--- config.mk ---
export PLATFORM = sky130hd
export DESIGN_NAME = burst_seq
export DESIGN_NICKNAME = d
export VERILOG_FILES = /design/src/rtl/burst_pkg.sv /design/src/rtl/burst_rst_sync.sv /design/src/rtl/burst_beat_ctr.sv /design/src/rtl/burst_ofs_map.sv /design/src/rtl/burst_seq.sv
export SDC_FILE = /design/constraint.sdc
export NUM_CORES = 1
export LEC_CHECK = 0
export ABC_AREA = 1
export BUFFER_PORTS_ARGS = -buffer_cell sky130_fd_sc_hd__buf_2
export CAP_MARGIN = 20
export CORE_MARGIN = 1
export CORE_UTILIZATION = 44
export CTS_CLUSTER_SIZE = 24
export DETAILED_ROUTE_END_ITERATION = 16
export PLACE_DENSITY = 0.76
export SYNTH_ARGS = -nofsm -noshare
export SYNTH_HDL_FRONTEND = slang
export SYNTH_SLANG_ARGS = --single-unit
--- constraint.sdc ---
create_clock -name clk -period 1.3 [get_ports clk]
set_input_delay 0.065 -clock clk [delete_from_list [all_inputs] [get_ports clk]]
set_output_delay 0.065 -clock clk [all_outputs]
set_load 0.02 [all_outputs]
--- src/rtl/burst_pkg.sv ---
package burst_pkg;
  typedef enum logic {
    ORD_LINEAR     = 1'b0,
    ORD_INTERLEAVE = 1'b1
  } order_e;
endpackage

--- src/rtl/burst_rst_sync.sv ---
// Async assert, synchronous release of the active-low reset.
module burst_rst_sync #(
  parameter int STAGES = 2
) (
  input  logic clk,
  input  logic rst_n_a,
  output logic rst_n_s
);
  logic [STAGES-1:0] sync_q;

  always_ff @(posedge clk or negedge rst_n_a) begin
    if (!rst_n_a) sync_q <= '0;
    else          sync_q <= {sync_q[STAGES-2:0], 1'b1};
  end

  assign rst_n_s = sync_q[STAGES-1];
endmodule

--- src/rtl/burst_beat_ctr.sv ---
// Beat counter: cleared on load, steps on advance, wraps at the end.
module burst_beat_ctr #(
  parameter int CNT_W = 2
) (
  input  logic             clk,
  input  logic             rst_n,
  input  logic             load,
  input  logic             advance,
  output logic [CNT_W-1:0] beat,
  output logic             last
);
  logic [CNT_W-1:0] beat_q, beat_d;
  logic             beat_en;

  always_comb begin
    beat_en = load | advance;
    beat_d  = beat_q;
    if (load)         beat_d = '0;
    else if (advance) beat_d = beat_q + CNT_W'(1);
  end

  always_ff @(posedge clk or negedge rst_n) begin
    if (!rst_n)       beat_q <= '0;
    else if (beat_en) beat_q <= beat_d;
  end

  assign beat = beat_q;
  assign last = (beat_q == {CNT_W{1'b1}});
endmodule

--- src/rtl/burst_ofs_map.sv ---
// Maps start offset and beat number to the current offset.
module burst_ofs_map
  import burst_pkg::*;
#(
  parameter int OFS_W = 2
) (
  input  logic [OFS_W-1:0] start,
  input  logic [OFS_W-1:0] beat,
  input  order_e           order,
  output logic [OFS_W-1:0] ofs
);
  always_comb begin
    unique case (order)
      ORD_INTERLEAVE: ofs = start ^ beat;
      default:        ofs = start + beat;
    endcase
  end
endmodule

--- src/rtl/burst_seq.sv ---
module burst_seq
  import burst_pkg::*;
#(
  parameter int ADDR_W = 16,
  parameter int OFS_W  = 2
) (
  input  logic              clk,
  input  logic              rst_n,
  input  logic              load,
  input  logic              advance,
  input  logic              mode_ilv,
  input  logic [ADDR_W-1:0] addr_in,
  output logic [ADDR_W-1:0] addr_out,
  output logic [OFS_W-1:0]  ofs,
  output logic              last_beat
);
  localparam int UP_W = ADDR_W - OFS_W;

  logic             rst_n_s;
  logic [OFS_W-1:0] start_q, start_d;
  logic [UP_W-1:0]  upper_q, upper_d;
  order_e           mode_q, mode_d;
  logic [OFS_W-1:0] beat;

  burst_rst_sync #(.STAGES(2)) u_rst (
    .clk     (clk),
    .rst_n_a (rst_n),
    .rst_n_s (rst_n_s)
  );

  // Next state of the burst-start registers.
  always_comb begin
    start_d = start_q;
    upper_d = upper_q;
    mode_d  = mode_q;
    if (load) begin
      start_d = addr_in[OFS_W-1:0];
      upper_d = addr_in[ADDR_W-1:OFS_W];
      mode_d  = order_e'(mode_ilv);
    end
  end

  always_ff @(posedge clk or negedge rst_n_s) begin
    if (!rst_n_s) begin
      start_q <= '0;
      upper_q <= '0;
      mode_q  <= ORD_LINEAR;
    end else if (load) begin
      start_q <= start_d;
      upper_q <= upper_d;
      mode_q  <= mode_d;
    end
  end

  burst_beat_ctr #(.CNT_W(OFS_W)) u_ctr (
    .clk     (clk),
    .rst_n   (rst_n_s),
    .load    (load),
    .advance (advance),
    .beat    (beat),
    .last    (last_beat)
  );

  burst_ofs_map #(.OFS_W(OFS_W)) u_map (
    .start (start_q),
    .beat  (beat),
    .order (mode_q),
    .ofs   (ofs)
  );

  assign addr_out = {upper_q, ofs};
endmodule

==> results of run 1 <==
==> power by group through the flow <==
stage,registers (µW),clock network (µW),logic [µW]
final,745,294,356
after global routing,753,327,392
after CTS,745,314,354
after detailed placement,757,0,288
after global placement,756,0,281
after floorplan,807,0,140
==> metal layers <==
metal	global-route usage	up-vias	part of all wire
met2	0.352	25	0.55
met3	0.0235	2	0.029
li1	-	407	-
met4	0.0882	0	0.0099
met1	0.217	370	0.41
met5	0	-	0
==> through the flow <==
stage / area [µm²] / hold WS [ps]
after global placement: 1070 / -149
after CTS: 1310 / 46.2
after floorplan: 858 / -231
after global routing: 1310 / 72.8
after detailed placement: 1070 / -147
final: 1310 / 76.1
==> cell families (layout without fill, tap and decap cells) <==
family,Yosys count,after routing,synth area share
AOI/OAI and AO/OA,4,4,0.0233
xor gates and xnor gates,1,1,0.0102
adders and majority gates,2,2,0.0291
buffers and inverters,12,72,0.0685
DFF,21,21,0.612
other,1,1,0.00437
and+or+nand+nor,57,57,0.252
==> worst max-delay path: stages (launching register included) <==
cell	delay, ps
dfrtp_1	400
ha_2	190
nand2_1	70
nand3_1	70
nand2_1	80
inv_2	50
buf_6	120
==> synth_stat cells <==
| cell | instances | share of area |
|---|---|---|
| nand3_1 | 2 | 0.012 |
| buf_4 | 3 | 0.026 |
| buf_2 | 2 | 0.012 |
| nor2_1 | 2 | 0.0087 |
| inv_2 | 1 | 0.0044 |
| dfrtp_1 | 21 | 0.61 |
| xnor2_1 | 1 | 0.010 |
| ha_1 | 2 | 0.029 |
| inv_1 | 6 | 0.026 |
| a21oi_1 | 1 | 0.0058 |
| o21ai_0 | 3 | 0.017 |
| conb_1 | 1 | 0.0044 |
| nand2_1 | 53 | 0.23 |
==> path summary, 6_finish.rpt <==
kind | end | from | cells past startpoint
setup / recovery | addr_out[1] | start_q[0] | 6
hold / removal | u_rst.sync_q[0] | rst_n | 2
setup reg to reg | u_ctr.beat[1] | u_ctr.beat[0] | 4
hold reg to reg | upper_q[13] | u_rst.sync_q[1] | 0
max in group asynchronous | upper_q[7] | u_rst.sync_q[1] | 1
min in group clk | upper_q[6] | load | 4
==> layout make-up <==
| class | instances | area share |
|---|---|---|
| well taps | 25 | 0.0239 |
| inverters | 7 | 0.0201 |
| clock buffers | 3 | 0.0172 |
| repair buffers | 61 | 0.321 |
| multi-input cells | 65 | 0.213 |
| flip-flops and latches | 21 | 0.401 |
| clock inverters | 1 | 0.00382 |
==> flip-flops by register name (all words and copies together) (netlist names) <==
register / count
mode_q: 1
start_q: 2
u_ctr.beat: 2
u_rst.sync_q: 2
upper_q: 14
==> repair_timing <==
action                                  in CTS  in global routing
hold endpoints to repair                    20                  0
buffers inserted                             1                  0
pin swaps                                    3                  2
hold buffers                                19                  0
resized for setup                            6                  2
endpoints found under the setup margin       2                  2
==> impl_metrics.tcl, run 1 <==
set metrics [dict create \
    outcome "complete, but fails checks" \
    violations "negative setup slack" \
    clk_latency_ps 290 \
    fin_setup_tns_ps -62.8 \
    synth_cell_types 13 \
    die_h_um 46.2 \
    die_width_um 46.2 \
    leakagePower_uw 0.000740 \
    ios 40 \
    syn_inst 98 \
    cts.htree.levels 1 \
    dp_hpwl_um 1170 \
    antenna_found_initial 0 \
    die-area_um2 2130 \
    place.port_buffers 39 \
    setup_ws_ps -31.8 \
    fill_cells 134 \
    post-place-ws_ps 224 \
    power.total_uw 1390 \
    pwr-share-seq 0.534 \
    drc 0 \
    globalRouteOverflowTotal 0 \
    crit_type "flip-flop to output pin" \
    core_area_um2 1780 \
    final_util 0.735 \
    wl_per_cell_um 9.93 \
    setup_viol 2 \
    wirelength_um 1820 \
    cts_tree "built" \
    first_iter_violations 10 \
    drt_first_pass_iters 4 \
    final_common_cell "nand2_1" \
    period_share 1.02 \
    seq_area_um2 526 \
    end_kind "output pin" \
    vias 804 \
    grt_pass1_wl_um 2840 \
    vdd.ir_drop.worst_mv 0.802 \
    switching_share 0.295 \
    final_nets 182 \
    vias_per_cell 4.39 \
    synth-seq-cells 21 \
    drive_above_1_share 0.323 \
    drtAntennaViolNets 0 \
    diodes 0 \
    cts_buffers 3 \
    max_freq_ghz 0.751 \
    start_util 0.481 \
    intPower_uw 983 \
    rrSetupSlack_ps 260 \
    placementRows 15 \
    finalCriticalPeriod_ps 1330 \
    final_cells 183 \
    start_kind "flip-flop" \
    clk_pin_slew_worst_paths_ps 110 \
    rsz0062_at_grt "yes" \
    gp_congestion 0.669 \
    syn-cell-area_um2 858 \
    yosys_warnings 0 \
    cts.sinks 21 \
    holdCritPathClass "input pin to asynchronous set/reset pin" \
    pwr_density_cell_nw_per_um2 1060 \
    final_cell_mix "nand2_1 (53), buf_2 (37), dfrtp_1 (21)" \
    placed_cells_incl_taps 159 \
    multiInputGateArea_um2 279 \
    ys_seq_area_frac 0.612 \
    grt_use_total 0.192 \
    grt_max_degree 21 \
    combPwrFrac 0.255 \
    maxCapViolations 0 \
    critical_path_required_ps 1240 \
    syn_nets 121 \
    ctsLongestPathBuffers 2 \
    avgSynthCellArea_um2 8.76 \
    root_buffer "clkbuf_4" \
    p_clk_frac 0.211 \
    clock-skew-final_ps 1.42 \
    grt_pass1_vias 708 \
    power_switching_uw 412 \
    finalHoldViolCount 0 \
    crit_path_max_fanout 2 \
    drv_slew 0 \
    arrival_ps 1270 \
    areaGrowthSynthToFinish_pct 52.6 \
]
Note: power is estimated with default switching activity, not from simulation.
==> run 2, diff against run 1 <==
--- a/config.mk
+++ b/config.mk
@@ -6,13 +6,14 @@
 export NUM_CORES = 1
 export LEC_CHECK = 0
 export ABC_AREA = 1
-export BUFFER_PORTS_ARGS = -buffer_cell sky130_fd_sc_hd__buf_2
 export CAP_MARGIN = 20
 export CORE_MARGIN = 1
-export CORE_UTILIZATION = 44
+export CORE_UTILIZATION = 50
+export CTS_CLUSTER_DIAMETER = 40
 export CTS_CLUSTER_SIZE = 24
 export DETAILED_ROUTE_END_ITERATION = 16
-export PLACE_DENSITY = 0.76
+export DONT_BUFFER_PORTS = 1
+export HOLD_SLACK_MARGIN = 0.06
 export SYNTH_ARGS = -nofsm -noshare
 export SYNTH_HDL_FRONTEND = slang
 export SYNTH_SLANG_ARGS = --single-unit
==> run 2 against run 1 <==
Against the previous run: the flow finishes with violations (design-rule violations); clock-buffer cell count grew 1; final cell count down 20%; sequential share of layout area is 3.5 points higher; hold slack lost 57 ps; worst setup slack improved by 42 ps; first-iteration DRC count rose by 10%; core utilization up 5.8 points; wire length rose by 9.6%; sequential power up 8.5%; critical endpoint is now ofs[1].
==> impl_metrics.tcl, run 2 (same netlist as run 1, synthesis figures left out) <==
set metrics [dict create \
    outcome "complete, but fails checks" \
    violations "design-rule violations" \
    root_buffer "clkbuf_4" \
    placementRows 14 \
    rsz0062_at_grt "yes" \
    worstHoldStart "load" \
    slowest_delay_ps 410 \
    drc 4 \
    drive_above_1_share 0.176 \
    grt_max_degree 22 \
    top_layer "met4" \
    r2r-end "upper_q[13]" \
    cts.sinks 21 \
    ctsLongestPathBuffers 2 \
    first_iter_violations 11 \
    maxCapViolations 0 \
    grt_pass1_vias 835 \
    arrival_ps 1230 \
    clk_pin_slew_worst_paths_ps 110 \
    finalCriticalPeriod_ps 1290 \
    gp_congestion 0.681 \
    wl_met1_um 805 \
    crit_type "flip-flop to output pin" \
    pwr_density_cell_nw_per_um2 1110 \
    whs_ps 19.4 \
    path_cells "ha_2, inv_1, nor2_1, nand3_1, nand2_2, inv_4" \
    clock-skew-final_ps 0.898 \
    r2r_start "upper_q[13]" \
    worst_path_max_delay_cell "dfrtp_1" \
    leakagePower_uw 0.000597 \
    met2_length_um 1070 \
    drt_first_pass_iters 10 \
    power.total_uw 1370 \
    cts_buffers 3 \
    areaGrowthSynthToFinish_pct 44.0 \
    die_h_um 43.4 \
    rrSetupSlack_ps 30 \
    worstHoldPathCells 3 \
    final_nets 155 \
    setup_viol 0 \
    crit_path_max_fanout 2 \
    critical_path_required_ps 1240 \
    die_width_um 43.4 \
    wirelength_um 1990 \
    grt_pass1_wl_um 3530 \
    wl_met3_um 108 \
    period_share 0.993 \
    max_freq_ghz 0.775 \
    cts_tree "built" \
    core_area_um2 1560 \
    vias_per_cell 5.07 \
    r2r_cells 3 \
    ios 40 \
    regMostFlops "upper_q" \
    final_cell_mix "nand2_1 (49), dlygate4sd3_1 (32), dfrtp_2 (11)" \
    end_kind "output pin" \
    drv_slew 0 \
    largest_reg_flops 14 \
    final_cells 147 \
    dp_hpwl_um 1010 \
    globalRouteOverflowTotal 0 \
    placed_cells_incl_taps 110 \
    grt_use_total 0.262 \
    holdCritPathClass "input pin to flip-flop" \
    start_util 0.551 \
    diodes 0 \
    cts.htree.levels 1 \
    clk_latency_ps 290 \
    min_to "upper_q[12]" \
    die-area_um2 1890 \
    start_kind "flip-flop" \
    wl_per_cell_um 13.6 \
    drtAntennaViolNets 0 \
    place.port_buffers 0 \
    vias 745 \
    antenna_found_initial 0 \
    finalHoldViolCount 0 \
    vdd.ir_drop.worst_mv 0.833 \
    final_common_cell "nand2_1" \
]
run 2: stage by stage:
step	TNS [ps]	setup WS, ps	util	instance area [µm²]
after floorplan	0	159	-	858
after global routing	-119	-59.3	0.793	1240
after detailed placement	0	190	0.547	853
final	0	9.70	0.793	1240
after global placement	0	212	0.547	853
after CTS	0	8.74	0.805	1250
run 2: area by class of cell:
| cell class | count | area [µm²] |
|---|---|---|
| sequential | 21 | 539 |
| timing repair buffer | 34 | 335 |
| fill | 106 | 323 |
| multi-input combinational | 65 | 287 |
| inverter | 7 | 28.8 |
| clock buffer | 4 | 26.3 |
| tap | 16 | 20.0 |
run 2: worst max-delay path: cells and delay by family (launching register included):
kind	cells	cell delay, ps
DFF	1	410
adders and majority gates	1	190
buffers and inverters	2	160
and+or+nand+nor	3	160
run 2: metal layers:
layer,global-route usage,up-vias
met5,0,-
met4,0.100,0
met3,0.0500,2
met2,0.494,26
met1,0.289,360
li1,-,357
run 2: worst max-delay path by stage:
stage	startpoint	endpoint	slack [ps]	depth (start not counted)
floorplan	u_ctr.beat[0]	ofs[1]	160	7
global placement	u_ctr.beat[0]	ofs[1]	210	6
detailed placement	u_ctr.beat[0]	ofs[1]	190	6
CTS	start_q[0]	ofs[1]	9	6
global route	start_q[0]	addr_out[1]	-60	6
finish	start_q[0]	ofs[1]	10	6
run 2: timing repair:
action | in CTS | in global routing
pin swaps | 0 | 1
endpoints found under the hold margin | 21 | 0
hold buffers | 36 | 0
setup endpoints to repair | 4 | 13
buffers inserted | 1 | 0
resized for setup | 4 | 14
run 2: power by group:
part	internal [µW]	total (µW)	switching, µW
Combinational	134	255	121
Clock	119	306	187
Sequential	714	808	93.9
